===== src/rtl/flash_seq_pkg.sv =====
package flash_seq_pkg;
  typedef enum logic [3:0] {
    ST_IDLE, ST_ESET, ST_PSET, ST_ERASE, ST_SPEND,
    ST_SUSP, ST_PSET_S, ST_PROG, ST_PROG_S
  } state_e;

  typedef enum logic [3:0] {
    CM_ESET, CM_CONF, CM_SUSP, CM_RDSR, CM_CLR,
    CM_RDARR, CM_PRG, CM_QRY, CM_CFG, CM_NONE
  } cmd_e;

  typedef enum logic [1:0] {RM_ARR, RM_STAT, RM_QRY} rmode_e;

  localparam logic [7:0] OP_ESET  = 8'h20;
  localparam logic [7:0] OP_CONF  = 8'hD0;
  localparam logic [7:0] OP_SUSP  = 8'hB0;
  localparam logic [7:0] OP_RDSR  = 8'h70;
  localparam logic [7:0] OP_CLR   = 8'h50;
  localparam logic [7:0] OP_RDARR = 8'hFF;
  localparam logic [7:0] OP_PRG   = 8'h40;
  localparam logic [7:0] OP_QRY   = 8'h98;
  localparam logic [7:0] OP_CFG   = 8'hB8;

  localparam int SB_RDY  = 7;
  localparam int SB_ESUS = 6;
  localparam int SB_EERR = 5;
  localparam int SB_PERR = 4;
  localparam int SB_VPEN = 3;
  localparam int SB_LOCK = 1;
  localparam logic [7:0] ERR_MASK = 8'h3A;
endpackage


===== src/rtl/fes_cmd_decode.sv =====
module fes_cmd_decode
  import flash_seq_pkg::*;
(
  input  logic [7:0] op_i,
  output cmd_e       cmd_o
);
  always_comb begin
    case (op_i)
      OP_ESET:  cmd_o = CM_ESET;
      OP_CONF:  cmd_o = CM_CONF;
      OP_SUSP:  cmd_o = CM_SUSP;
      OP_RDSR:  cmd_o = CM_RDSR;
      OP_CLR:   cmd_o = CM_CLR;
      OP_RDARR: cmd_o = CM_RDARR;
      OP_PRG:   cmd_o = CM_PRG;
      OP_QRY:   cmd_o = CM_QRY;
      OP_CFG:   cmd_o = CM_CFG;
      default:  cmd_o = CM_NONE;
    endcase
  end
endmodule


===== src/rtl/fes_timer.sv =====
module fes_timer #(
  parameter int W = 4
) (
  input  logic         clk_i,
  input  logic         rst_ni,
  input  logic         load_i,
  input  logic [W-1:0] val_i,
  input  logic         run_i,
  output logic         last_o
);
  logic [W-1:0] cnt_q;

  always_ff @(posedge clk_i or negedge rst_ni) begin
    if (!rst_ni)                      cnt_q <= '0;
    else if (load_i)                  cnt_q <= val_i;
    else if (run_i && cnt_q != '0)    cnt_q <= cnt_q - 1'b1;
  end

  assign last_o = run_i && (cnt_q == W'(1));


  hold_chk: assert property (@(posedge clk_i) disable iff (!rst_ni)
    (!run_i && !load_i) |=> $stable(cnt_q));


  step_chk: assert property (@(posedge clk_i) disable iff (!rst_ni)
    (run_i && !load_i && cnt_q > W'(1)) |=> (cnt_q == $past(cnt_q) - 1'b1));
endmodule


===== src/rtl/fes_status.sv =====
module fes_status
  import flash_seq_pkg::*;
(
  input  logic       clk_i,
  input  logic       rst_ni,
  input  logic       clr_i,
  input  logic [7:0] set_i,
  output logic [7:0] err_o
);
  logic [7:0] err_q;

  always_ff @(posedge clk_i or negedge rst_ni) begin
    if (!rst_ni)    err_q <= '0;
    else if (clr_i) err_q <= set_i & ERR_MASK;
    else            err_q <= (err_q | set_i) & ERR_MASK;
  end

  assign err_o = err_q;


  err_clear_chk: assert property (@(posedge clk_i) disable iff (!rst_ni)
    (clr_i && set_i == 8'h00) |=> (err_o == 8'h00));


  err_sticky_chk: assert property (@(posedge clk_i) disable iff (!rst_ni)
    !clr_i |=> ((err_o & $past(err_o)) == $past(err_o)));
endmodule


===== src/rtl/flash_erase_seq.sv =====
module flash_erase_seq
  import flash_seq_pkg::*;
#(
  parameter int NUM_BLK   = 4,
  parameter int ERASE_CYC = 12,
  parameter int PROG_CYC  = 4,
  parameter int SUSP_LAT  = 3,
  localparam int BLK_W = (NUM_BLK > 1) ? $clog2(NUM_BLK) : 1
) (
  input  logic               clk_i,
  input  logic               rst_ni,
  input  logic               we_i,
  input  logic [7:0]         cmd_i,
  input  logic [BLK_W-1:0]   blk_i,
  input  logic               vpen_ok_i,
  input  logic               rp_hv_i,
  input  logic [NUM_BLK-1:0] lock_i,
  input  logic [BLK_W-1:0]   rd_blk_i,
  output logic [7:0]         status_o,
  output logic               busy_n_o,
  output logic               arr_ok_o
);
  localparam int EW = $clog2(ERASE_CYC + 1);
  localparam int PW = $clog2(PROG_CYC + 1);
  localparam int LW = $clog2(SUSP_LAT + 1);

  state_e            st_q, st_d;
  rmode_e            mode_q, mode_d;
  cmd_e              cmd;
  logic [BLK_W-1:0]  blk_q, blk_d;
  logic [7:0]        set_m, err;
  logic              clr;
  logic              e_load, p_load, l_load;
  logic              e_last, p_last, l_last;
  logic              e_run, p_run, l_run;
  logic              rdy, esus, lock_cur, lock_sav;

  fes_cmd_decode u_dec (.op_i(cmd_i), .cmd_o(cmd));

  assign e_run = (st_q == ST_ERASE) || (st_q == ST_SPEND);
  assign p_run = (st_q == ST_PROG) || (st_q == ST_PROG_S);
  assign l_run = (st_q == ST_SPEND);

  fes_timer #(.W(EW)) u_ers (
    .clk_i, .rst_ni, .load_i(e_load), .val_i(EW'(ERASE_CYC)),
    .run_i(e_run), .last_o(e_last));
  fes_timer #(.W(PW)) u_prg (
    .clk_i, .rst_ni, .load_i(p_load), .val_i(PW'(PROG_CYC)),
    .run_i(p_run), .last_o(p_last));
  fes_timer #(.W(LW)) u_lat (
    .clk_i, .rst_ni, .load_i(l_load), .val_i(LW'(SUSP_LAT)),
    .run_i(l_run), .last_o(l_last));

  fes_status u_sts (.clk_i, .rst_ni, .clr_i(clr), .set_i(set_m), .err_o(err));

  assign lock_cur = lock_i[blk_i] && !rp_hv_i;
  assign lock_sav = lock_i[blk_q] && !rp_hv_i;

  always_comb begin
    st_d   = st_q;
    mode_d = mode_q;
    blk_d  = blk_q;
    set_m  = '0;
    clr    = 1'b0;
    e_load = 1'b0;
    p_load = 1'b0;
    l_load = 1'b0;
    case (st_q)
      ST_IDLE: if (we_i) begin
        case (cmd)
          CM_ESET:  begin st_d = ST_ESET; mode_d = RM_STAT; blk_d = blk_i; end
          CM_PRG:   begin st_d = ST_PSET; mode_d = RM_STAT; end
          CM_RDSR:  mode_d = RM_STAT;
          CM_CLR:   clr = 1'b1;
          CM_RDARR: mode_d = RM_ARR;
          CM_QRY:   mode_d = RM_QRY;
          default:  ;
        endcase
      end
      ST_ESET: if (we_i) begin
        mode_d = RM_STAT;
        st_d   = ST_IDLE;
        if (cmd != CM_CONF) begin
          set_m[SB_EERR] = 1'b1;
          set_m[SB_PERR] = 1'b1;
        end else begin
          if (!vpen_ok_i) begin set_m[SB_EERR] = 1'b1; set_m[SB_VPEN] = 1'b1; end
          if (lock_sav)   begin set_m[SB_EERR] = 1'b1; set_m[SB_LOCK] = 1'b1; end
          if (vpen_ok_i && !lock_sav) begin e_load = 1'b1; st_d = ST_ERASE; end
        end
      end
      ST_PSET, ST_PSET_S: if (we_i) begin
        st_d = (st_q == ST_PSET) ? ST_IDLE : ST_SUSP;
        if (!vpen_ok_i) begin set_m[SB_PERR] = 1'b1; set_m[SB_VPEN] = 1'b1; end
        if (lock_cur)   begin set_m[SB_PERR] = 1'b1; set_m[SB_LOCK] = 1'b1; end
        if (vpen_ok_i && !lock_cur) begin
          p_load = 1'b1;
          st_d   = (st_q == ST_PSET) ? ST_PROG : ST_PROG_S;
        end
      end
      ST_ERASE: begin
        if (e_last) st_d = ST_IDLE;
        else if (we_i && cmd == CM_SUSP) begin
          l_load = 1'b1;
          st_d   = ST_SPEND;
          mode_d = RM_STAT;
        end
      end
      ST_SPEND: begin
        if (e_last)      st_d = ST_IDLE;   // completion wins over parking
        else if (l_last) st_d = ST_SUSP;
      end
      ST_SUSP: if (we_i) begin
        case (cmd)
          CM_PRG:   begin st_d = ST_PSET_S; mode_d = RM_STAT; end
          CM_CONF:  begin st_d = ST_ERASE;  mode_d = RM_STAT; end
          CM_RDSR:  mode_d = RM_STAT;
          CM_CLR:   clr = 1'b1;
          CM_RDARR: mode_d = RM_ARR;
          CM_QRY:   mode_d = RM_QRY;
          default:  ;   // configure accepted without effect; rest ignored
        endcase
      end
      ST_PROG:   if (p_last) st_d = ST_IDLE;
      ST_PROG_S: if (p_last) st_d = ST_SUSP;
      default:   st_d = ST_IDLE;
    endcase
  end

  always_ff @(posedge clk_i or negedge rst_ni) begin
    if (!rst_ni) begin
      st_q   <= ST_IDLE;
      mode_q <= RM_ARR;
      blk_q  <= '0;
    end else begin
      st_q   <= st_d;
      mode_q <= mode_d;
      blk_q  <= blk_d;
    end
  end

  assign rdy  = !(e_run || p_run);
  assign esus = (st_q == ST_SUSP) || (st_q == ST_PSET_S) || (st_q == ST_PROG_S);

  always_comb begin
    status_o          = err;
    status_o[SB_RDY]  = rdy;
    status_o[SB_ESUS] = esus;
  end

  assign busy_n_o = rdy;
  assign arr_ok_o = (mode_q == RM_ARR) && rdy && !(esus && rd_blk_i == blk_q);


  vpen_refuse_chk: assert property (@(posedge clk_i) disable iff (!rst_ni)
    (st_q == ST_ESET && we_i && cmd == CM_CONF && !vpen_ok_i)
    |=> (st_q == ST_IDLE && status_o[SB_VPEN] && status_o[SB_EERR]));


  lock_refuse_chk: assert property (@(posedge clk_i) disable iff (!rst_ni)
    (st_q == ST_ESET && we_i && cmd == CM_CONF && lock_i[blk_q] && !rp_hv_i)
    |=> (st_q == ST_IDLE && status_o[SB_LOCK] && status_o[SB_EERR]));


  done_wins_chk: assert property (@(posedge clk_i) disable iff (!rst_ni)
    (st_q == ST_SPEND && e_last) |=> (st_q == ST_IDLE && !status_o[SB_ESUS]));


  park_ready_chk: assert property (@(posedge clk_i) disable iff (!rst_ni)
    (st_q == ST_SPEND && l_last && !e_last)
    |=> (busy_n_o && status_o[SB_RDY] && status_o[SB_ESUS]));


  nested_busy_chk: assert property (@(posedge clk_i) disable iff (!rst_ni)
    (st_q == ST_PROG_S) |-> (!busy_n_o && status_o[SB_ESUS]));
endmodule


===== config.mk =====
export PLATFORM = sky130hd
export DESIGN_NAME = flash_erase_seq
export DESIGN_NICKNAME = d
export VERILOG_FILES = /design/src/rtl/flash_seq_pkg.sv /design/src/rtl/fes_cmd_decode.sv /design/src/rtl/fes_timer.sv /design/src/rtl/fes_status.sv /design/src/rtl/flash_erase_seq.sv
export SDC_FILE = /design/constraint.sdc
export NUM_CORES = 1
export LEC_CHECK = 0
export BUFFER_PORTS_ARGS = -buffer_cell sky130_fd_sc_hd__clkbuf_2
export CORE_ASPECT_RATIO = 1.4
export CORE_MARGIN = 4
export CORE_UTILIZATION = 57
export CTS_CLUSTER_DIAMETER = 40
export DETAILED_ROUTE_END_ITERATION = 10
export PLACE_DENSITY = 0.82
export SLEW_MARGIN = 0
export SYNTH_ARGS = -nofsm -noshare
export SYNTH_HDL_FRONTEND = slang
export SYNTH_SLANG_ARGS = --single-unit

===== constraint.sdc =====
create_clock -name clk_i -period 2.7 [get_ports clk_i]
set_clock_uncertainty 0.05 [all_clocks]
set_input_delay 0.54 -clock clk_i [delete_from_list [all_inputs] [get_ports clk_i]]
set_output_delay 0.54 -clock clk_i [all_outputs]
set_load 0.01 [all_outputs]

==> impl_metrics.csv, run 1 <==
group,metric,value,unit
timing,final_min_period_over_clock_period,95.3,%
timing,fmaxAchievable,0.389,GHz
floorplan,initial_core_util,58.8,%
drt,firstDrtPassIters,5,
clocking,insertion_delay,0.26,ns
final_layout,final_net_count,285,
hold_path,hold_class,"in2async",
grt,grt_start_max_net_pins,22,
grt,number_of_antenna_violations_at_the_first_check_in_global_routing,0,
clocking,cts_root_buffer,"clkbuf_8",
clocking,total_clock_sinks,21,
floorplan,dieHeight,77.8,µm
grt,global_route.usage.total,23.3,%
clocking,cts.repair.resized,0,
synth,yosysUniqueCellTypes,65,
final_layout,number_of_antenna_cells_inserted,0,
timing,timing.final.crit_period,2.57,ns
synth,fraction_of_synthesized_cell_area_taken_by_the_top_area_cell_type,26.5,%
setup_path,timing.critical_path.fanout_max,18,
floorplan,rows,25,
synth,number_of_enable_flip_flop_cells_after_synthesis,0,
synth,ys_warn_count,0,
power_and_ir_drop,max_ir_drop_vdd,0.602,mV
synth,dominantRegCellSynth,"dfrtp_1",
job,max_cap_viol,0,
setup_path,arrival,1.98,ns
power_and_ir_drop,clock_share_of_power,11.4,%
place,portBuffers,28,
setup_path,crit_type,"reg2out",
timing,grt_setup_unrepaired,"no",
clocking,cts-buffers-inserted,3,
drt,drt-vias-per-instance,6.28,
grt,grt_pass1_vias,1778,
final_layout,finalInstanceArea,0.00219,mm²
setup_path,critical_path.endpoint_type,"primary output",
setup_path,critical_path.cell_chain,"or4bb_1 -> o21ai_0 -> a31oi_1 -> clkbuf_2",
setup_path,crit_path_max_incr_delay,0.64,ns
clocking,h-tree-depth,1,
floorplan,io_pins,31,
clocking,max-clock-path-buffers,2,
final_layout,post_route_cells_drive_above_1_share,23.3,%
power_and_ir_drop,netSwitchingPower,0.000814,W
final_layout,multiInputGateArea,0.00131,mm²
place,place_area,0.00214,mm²
timing,slew-limit-headroom,61.0,%
grt,grt_remaining_overflow,0,
setup_path,start_kind,"flop",
floorplan,die-width,57.9,µm
synth,postSynthRegisterBits,21,
setup_path,regToRegEndpoint,"mode_q[1]$_DFFE_PN0P_",
synth,syn-cell-area,0.00199,mm²
setup_path,r2r_cells,5,
setup_path,timing.reg2reg.setup_slack,0.41,ns
synth,synth.top_cells.by_area,"dfrtp_1 (26%), ha_1 (6.3%), nor2_1 (3.2%)",
floorplan,die_area,0.00451,mm²
drt,detail-route-antenna-nets,0,
final_layout,area.sequential,526,µm²
grt,grt_pass1_wl,8310,µm
timing,final_max_slew_viol_count,0,
setup_path,worst-endpoint-required,2.11,ns
power_and_ir_drop,p_leak,0.959,nW
setup_path,critical_path_buf_inv_count,1,
clocking,tritoncts_clock_tree,"done",
power_and_ir_drop,powerDensity,827,mW/mm²
power_and_ir_drop,swShare,45.0,%
synth,netlist_instances,227,
synth,synth-seq-area-share,26.5,%
timing,hold_viol,0,
setup_path,path_delay_family,"simple AND/OR/NAND/NOR gates",
final_layout,fill_cells,314,
synth,synth_largest_area_cell,"dfrtp_1",
power_and_ir_drop,pwr-share-comb,56.1,%
setup_path,crit_slowest_cell,"or4bb_1",
synth,most_repeated_cell_in_the_gate_level_netlist_after_synthesis,"dfrtp_1",
drt,vias,1841,
timing,timing.final.setup_violations,0,
synth,synth.top_cells.by_count,"dfrtp_1 (21), nor2_1 (17), nand2_1 (16)",
setup_path,regToRegStartpoint,"st_q[1]$_DFFE_PN0P_",
clocking,postCtsHoldBufs,0,
outcome,run_status,"completed",
drt,wire_per_inst,16.5,µm
place,gp_congestion,0.911,
drt,first_iter_violations,132,
place,hpwlAfterDp,3860,µm
final_layout,area_growth_syn_to_layout,10.2,%
drt,post_route_drc_violation_count,0,
power_and_ir_drop,seq_power_share,32.5,%
timing,timing_worst_slew_pin_value,0.584,ns
drt,wl,4830,µm
synth,post_synthesis_async_set_or_reset_flop_share,100,%
synth,avgSynthCellArea,8.75,µm²
floorplan,placeable_core_area,0.00338,mm²
timing,tns,0,ns
clocking,post-cts-setup-buffer-count,0,
power_and_ir_drop,internal-power,0.000995,W
clocking,cts.reportedPaths.clkPinSlew,0.07,ns
==> registers in the layout (all words and copies together), names as in the netlist <==
signal       cells
st_q             4
u_ers.cnt_q      4
u_sts.err_o      4
u_prg.cnt_q      3
u_lat.cnt_q      2
mode_q           2
blk_q            2
==> stage by stage <==
step | hold WS [ns] | instances | utilization, % | setup slack [ns] | total power, W
3_5_place_dp | 0.434 | 289 | 63.4 | 0.174 | 0.00160
5_1_grt | 0.235 | 293 | 64.8 | 0.0360 | 0.00199
4_1_cts | 0.210 | 293 | 64.8 | 0.154 | 0.00181
6_report | 0.192 | 293 | 64.8 | 0.128 | 0.00181
2_1_floorplan | 0.194 | 228 | - | 0.383 | 0.00134
3_3_place_gp | 0.419 | 289 | 63.4 | 0.232 | 0.00157
==> layout make-up <==
class                      instances  share of cell area, %
inverter                          14                   2.40
clock buffer                       3                   1.89
timing repair buffer              36                   9.15
sequential                        21                   24.0
tap                               40                   2.29
clock inverter                     1                  0.229
multi-input combinational        178                   60.0
==> how the worst max path moves through the flow <==
stage                                to           startpoint  slack (ns)  cells after the start
global route                   arr_ok_o  st_q[1]$_DFFE_PN0P_        0.04                      4
finish                         arr_ok_o  st_q[1]$_DFFE_PN0P_        0.13                      4
floorplan           st_q[2]$_DFFE_PN0P_             blk_i[0]        0.38                      8
global placement    st_q[1]$_DFFE_PN0P_             cmd_i[6]        0.23                      6
detailed placement  st_q[1]$_DFFE_PN0P_             cmd_i[6]        0.17                      6
CTS                            arr_ok_o  st_q[1]$_DFFE_PN0P_        0.15                      4
==> routing by layer <==
metal	wire, µm	global-route usage [%]	vias up
li1	-	-	895
met1	1840	28.7	856
met2	2550	39.4	71
met3	249	1.83	19
met4	199	12.8	0
met5	0	0	-
==> kinds of logic (layout without fill, tap and decap cells) <==
group / after synthesis / after routing / synth area share, %
buffers and inverters: 29 / 54 / 7.56
other: 1 / 2 / 0.189
DFF: 21 / 21 / 26.5
and+or+nand+nor: 90 / 90 / 27.0
muxes: 10 / 10 / 6.62
adders and majority gates: 10 / 10 / 6.30
xor gates and xnor gates: 10 / 10 / 4.41
AOI/OAI and AO/OA: 56 / 56 / 21.5
==> layout by cell type, fill, tap and decap left out, types with 5 or more instances in the layout <==
cell,count
a21oi_1,12
xnor2_1,6
ha_1,10
dfrtp_1,21
or3_1,5
o21ai_0,7
nor2b_1,6
nor2_1,17
nand3_1,5
buf_4,8
nand2b_1,5
nand2_1,16
clkbuf_2,28
inv_1,14
==> power by group through the flow <==
stage / clock, W / sequential, W / combinational, W
6_report: 0.000205 / 0.000589 / 0.00101
5_1_grt: 0.000224 / 0.000614 / 0.00115
4_1_cts: 0.000211 / 0.000584 / 0.00102
3_5_place_dp: 0 / 0.000592 / 0.00101
3_3_place_gp: 0 / 0.000589 / 0.000979
2_1_floorplan: 0 / 0.000528 / 0.000811
==> worst register-to-register path, stage by stage (launching register included) <==
cell and delay, ns:
dfrtp_1 0.56, or4bb_1 0.65, a31oi_1 0.22, o311ai_1 0.19, and3_1 0.20, or3_1 0.30
Note: power is estimated with default switching activity, not from simulation.
==> inputs of run 2 (changes only) <==
- CAP_MARGIN: default -> 20
- CELL_PAD_IN_SITES_DETAIL_PLACEMENT: default -> 1
- CELL_PAD_IN_SITES_GLOBAL_PLACEMENT: default -> 1
- CORE_UTILIZATION: 57 -> 43
==> run 2 against run 1 <==
Worst setup slack better by 0.017 ns. Core utilization down 15 points. Via count up 0.92%. Power up 2.4%. Critical path type unchanged. Highest routed layer unchanged.
==> impl_metrics.csv, run 2 (synthesis results as in run 1) <==
group,metric,value,unit
setup_path,critical_path.endpoint_type,"primary output",
setup_path,timing.critical_path.fanout_max,15,
place,gp_congestion,0.838,
power_and_ir_drop,powerDensity,832,mW/mm²
floorplan,io_pins,31,
timing,fmaxAchievable,0.391,GHz
clocking,post-cts-setup-buffer-count,0,
drt,vias,1858,
floorplan,rows,29,
grt,grt_pass1_vias,1989,
setup_path,critical_path.cell_chain,"or4bb_1 -> o21ai_0 -> a31oi_1 -> clkbuf_2",
timing,final_min_period_over_clock_period,94.6,%
clocking,h-tree-depth,1,
floorplan,dieHeight,88.4,µm
timing,tns,0,ns
final_layout,post_route_cells_drive_above_1_share,24.0,%
drt,first_iter_violations,102,
final_layout,area_growth_syn_to_layout,12.0,%
outcome,run_status,"completed",
final_layout,mostFrequentLayoutCell,"clkbuf_2",
clocking,total_clock_sinks,21,
timing,hold_viol,0,
final_layout,multiInputGateArea,0.00131,mm²
drt,wire_per_inst,17.9,µm
grt,grt_remaining_overflow,0,
timing,timing_worst_slew_pin_value,0.579,ns
drt,detail-route-antenna-nets,0,
final_layout,fill_cells,586,
setup_path,path_delay_family,"simple AND/OR/NAND/NOR gates",
drt,drt-vias-per-instance,5.88,
drt,wl,5660,µm
setup_path,worst-endpoint-required,2.11,ns
clocking,tritoncts_clock_tree,"done",
setup_path,r2r_cells,5,
setup_path,crit_path_max_incr_delay,0.64,ns
floorplan,placeable_core_area,0.00450,mm²
setup_path,regToRegStartpoint,"st_q[3]$_DFFE_PN0P_",
power_and_ir_drop,p_leak,0.962,nW
setup_path,timing.reg2reg.setup_slack,0.39,ns
clocking,insertion_delay,0.27,ns
timing,timing.final.crit_period,2.56,ns
floorplan,die_area,0.00578,mm²
place,hpwlAfterDp,4580,µm
drt,post_route_drc_violation_count,0,
timing,timing.final.setup_violations,0,
setup_path,arrival,1.97,ns
timing,grt_setup_unrepaired,"no",
grt,number_of_antenna_violations_at_the_first_check_in_global_routing,0,
clocking,max-clock-path-buffers,2,
final_layout,final_net_count,286,
place,pre_cts_ws,0.123,ns
setup_path,critical_path_buf_inv_count,1,
clocking,cts_root_buffer,"clkbuf_8",
setup_path,crit_type,"reg2out",
floorplan,die-width,65.4,µm
drt,firstDrtPassIters,4,
grt,grt_start_max_net_pins,22,
final_layout,area.sequential,527,µm²
grt,grt_pass1_wl,9730,µm
clocking,cts.repair.resized,0,
floorplan,initial_core_util,44.1,%
final_layout,number_of_antenna_cells_inserted,0,
power_and_ir_drop,max_ir_drop_vdd,0.384,mV
clocking,cts.reportedPaths.clkPinSlew,0.08,ns
setup_path,regToRegEndpoint,"mode_q[1]$_DFFE_PN0P_",
job,max_cap_viol,0,
timing,setup_slack,0.145,ns
clocking,postCtsHoldBufs,0,
timing,final_max_slew_viol_count,0,
clocking,cts-buffers-inserted,3,
final_layout,mostFrequentLayoutCells,"clkbuf_2 (28), dfrtp_1 (20), nor2_1 (17)",
timing,slew-limit-headroom,61.3,%
place,portBuffers,28,
setup_path,start_kind,"flop",
hold_path,hold_class,"in2async",
grt,global_route.usage.total,21.7,%
setup_path,crit_slowest_cell,"or4bb_1",
run 2: cell count changes in the layout (fill, tap and decap cells not counted), sizes merged:
cell,before,now
buf,8,9
run 2: how the worst max path moves through the flow:
stage / startpoint / endpoint / cells past startpoint
after global placement: cmd_i[7] / st_q[2]$_DFFE_PN0P_ / 6
final: st_q[3]$_DFFE_PN0P_ / arr_ok_o / 4
after detailed placement: cmd_i[7] / st_q[1]$_DFFE_PN0P_ / 6
after global routing: st_q[3]$_DFFE_PN0P_ / arr_ok_o / 6
after floorplan: blk_i[0] / st_q[2]$_DFFE_PN0P_ / 8
after CTS: st_q[1]$_DFFE_PN0P_ / arr_ok_o / 4
run 2: where the power goes:
part           leakage [nW]  total (W)  switching, W  internal (W)
clock network        0.0255   0.000214      0.000111      0.000103
registers             0.245   0.000580      0.000139      0.000440
logic                 0.692    0.00106      0.000599      0.000459
run 2: through the flow:
stage / cells / hold WS (ns) / utilization, % / area, µm² / total power (W)
2_1_floorplan: 228 / 0.194 / - / 1990 / 0.00134
3_5_place_dp: 312 / 0.438 / 48.4 / 2180 / 0.00165
4_1_cts: 316 / 0.210 / 49.4 / 2220 / 0.00187
5_1_grt: 316 / 0.244 / 49.4 / 2220 / 0.00203
6_report: 316 / 0.193 / 49.4 / 2220 / 0.00185
3_3_place_gp: 312 / 0.416 / 48.4 / 2180 / 0.00159
run 2: worst reg2reg max path, stage by stage, from the launching register on:
cell and delay, ns:
dfrtp_1 0.55, or4bb_1 0.65, a31oi_1 0.24, o311ai_1 0.19, and3_1 0.20, or3_1 0.31
run 2: metal layers:
metal	vias up	global-route usage (%)	wire length [µm]	share of wire, %
met4	0	8.30	138	2.4
li1	892	-	-	-
met5	-	0	0	0
met2	18	41.9	3150	56
met1	937	23.9	2280	40
met3	11	2.16	92	1.6
run 2: final cells by class:
type                            instances  share of cell area [%]
Sequential cell                        21                    23.7
Multi-Input combinational cell        178                    59.1
Clock buffer                            3                    1.86
Clock inverter                          1                   0.225
Tap cell                               62                    3.49
Timing Repair Buffer                   37                    9.34
Inverter                               14                    2.36
==> inputs of run 3 (changes only) <==
- MAX_ROUTING_LAYER: default -> met4
- PLACE_DENSITY: 0.82 -> default
- PLACE_DENSITY_LB_ADDON: default -> 0.1
- SETUP_SLACK_MARGIN: default -> 0.3
==> run 3 against run 2 <==
Power is 3.7% higher. Fmax rose by 12%. Sequential cell count did not move. Sequential share of layout area fell by 0.44 points. Cell area increased by 2.4%. Critical path depth did not move. Non-clock buffer count is 5 higher. Worst setup slack better by 0.27 ns. Clock power about the same. Routed wire length hardly changed. Highest routed layer unchanged. Worst hold slack improved by 0.015 ns. Combinational power increased by 8%.
==> impl_metrics.csv, run 3 (synthesis results as in run 1) <==
group,metric,value,unit
drt,detail-route-antenna-nets,0,
clocking,h-tree-depth,1,
drt,wire_per_inst,17.6,µm
power_and_ir_drop,pwr-share-comb,59.4,%
hold_path,hold_class,"in2async",
timing,fmaxAchievable,0.438,GHz
timing,slew-limit-headroom,59.7,%
grt,number_of_antenna_violations_at_the_first_check_in_global_routing,0,
final_layout,number_of_antenna_cells_inserted,0,
setup_path,path_delay_family,"simple AND/OR/NAND/NOR gates",
place,hpwlAfterDp,4450,µm
timing,whs,0.209,ns
timing,hold_viol,0,
floorplan,die-width,65.4,µm
grt,grt_pass1_wl,9080,µm
final_layout,area_growth_syn_to_layout,14.7,%
clocking,max-clock-path-buffers,2,
timing,grt_setup_unrepaired,"no",
drt,post_route_drc_violation_count,0,
clocking,insertion_delay,0.27,ns
setup_path,crit_slowest_cell,"or4bb_4",
timing,timing_worst_slew_pin_value,0.600,ns
clocking,cts.reportedPaths.clkPinSlew,0.08,ns
setup_path,timing.critical_path.fanout_max,11,
grt,grt_remaining_overflow,0,
setup_path,crit_path_max_incr_delay,0.61,ns
power_and_ir_drop,p_leak,0.989,nW
clocking,cts-buffers-inserted,3,
power_and_ir_drop,clock_share_of_power,11.1,%
drt,vias,1880,
final_layout,final_util,50.6,%
grt,grt_start_max_net_pins,22,
timing,tns,0,ns
job,max_cap_viol,0,
power_and_ir_drop,seq_power_share,29.5,%
setup_path,critical_path.endpoint_type,"primary output",
timing,final_min_period_over_clock_period,84.5,%
clocking,total_clock_sinks,21,
drt,wl,5660,µm
final_layout,mostFrequentLayoutCell,"clkbuf_2",
clocking,cts_root_buffer,"clkbuf_8",
floorplan,dieHeight,88.4,µm
setup_path,critical_path.cell_chain,"or4bb_4 -> o21ai_2 -> a31oi_1 -> buf_2",
drt,first_iter_violations,87,
timing,timing.final.setup_violations,0,
drt,drt-vias-per-instance,5.86,
power_and_ir_drop,max_ir_drop_vdd,0.404,mV
drt,firstDrtPassIters,4,
floorplan,die_area,0.00578,mm²
power_and_ir_drop,swShare,44.9,%
clocking,tritoncts_clock_tree,"done",
final_layout,mostFrequentLayoutCells,"clkbuf_2 (27), dfrtp_1 (18), nor2_1 (17)",
outcome,run_status,"completed",
setup_path,crit_type,"reg2out",
floorplan,io_pins,31,
place,gp_congestion,0.844,
power_and_ir_drop,netSwitchingPower,0.000862,W
power_and_ir_drop,powerDensity,844,mW/mm²
setup_path,critical_path_buf_inv_count,1,
timing,final_max_slew_viol_count,0,
floorplan,initial_core_util,44.1,%
grt,global_route.usage.total,20.7,%
power_and_ir_drop,internal-power,0.00106,W
clocking,postCtsHoldBufs,0,
setup_path,worst-endpoint-required,2.11,ns
place,portBuffers,28,
final_layout,final_net_count,291,
final_layout,post_route_cells_drive_above_1_share,27.0,%
floorplan,placeable_core_area,0.00450,mm²
setup_path,arrival,1.69,ns
timing,timing.final.crit_period,2.28,ns
grt,grt_pass1_vias,1862,
setup_path,start_kind,"flop",
floorplan,rows,29,
run 3: changes by cell type in the layout (fill, tap and decap cells not counted), moves of 2 or more:
cell / previous run / this run
buf_4: 9 / 13
dfrtp_1: 20 / 18
dfrtp_2: 1 / 3
o21ai_0: 7 / 5
run 3: area by class of cell:
class	count	area [µm²]
Fill cell	571	2220
Multi-Input combinational cell	178	1320
Sequential cell	21	529
Timing Repair Buffer	42	249
Tap cell	62	77.6
Inverter	14	52.6
Clock buffer	4	45.0
run 3: worst reg2reg max path, cell delays in order (launching register included):
cell,delay [ns]
dfrtp_1,0.42
buf_4,0.18
or4_1,0.53
a21oi_1,0.22
o311ai_1,0.19
and3_1,0.22
or3_1,0.29
run 3: final timing paths:
path	startpoint	endpoint	slack, ns	cells after the start
max	st_q[1]$_DFFE_PN0P_	arr_ok_o	0.42	4
min	rst_ni	mode_q[0]$_DFFE_PN0P_	0.21	1
max reg2reg	st_q[2]$_DFFE_PN0P_	mode_q[1]$_DFFE_PN0P_	0.48	6
min reg2reg	u_sts.err_o[3]$_DFF_PN0_	u_sts.err_o[3]$_DFF_PN0_	0.44	2
max in group asynchronous	rst_ni	st_q[3]$_DFFE_PN0P_	1.98	1
min in group clk_i	vpen_ok_i	u_sts.err_o[3]$_DFF_PN0_	0.43	2
run 3: power by group through the flow:
stage	Clock, W	Sequential, W	Combinational (W)
finish	0.000213	0.000567	0.00114
global placement	0	0.000566	0.00105
global route	0.000232	0.000587	0.00129
CTS	0.000220	0.000568	0.00109
floorplan	0	0.000528	0.000811
detailed placement	0	0.000574	0.00108
run 3: timing repair:
| item | 4_1_cts | 5_1_grt |
|---|---|---|
| pin swaps | 0 | 1 |
| setup buffers | 0 | 6 |
| gates resized for setup | 3 | 7 |
| endpoints found under the hold margin | 0 | 0 |
| setup endpoints to repair | 2 | 2 |
run 3: metrics by stage:
stage	worst slack [ns]	instances	power, W	cell area, µm²
floorplan	0.383	228	0.00134	1990
global placement	0.213	311	0.00161	2170
detailed placement	0.186	311	0.00165	2170
CTS	0.310	315	0.00188	2220
global route	0.286	321	0.00210	2280
finish	0.419	321	0.00192	2280
run 3: routing by layer:
metal	wire length, µm	track usage [%]
met5	0	-
met4	118	6.04
met3	153	1.78
met2	3100	38.2
met1	2290	23.8
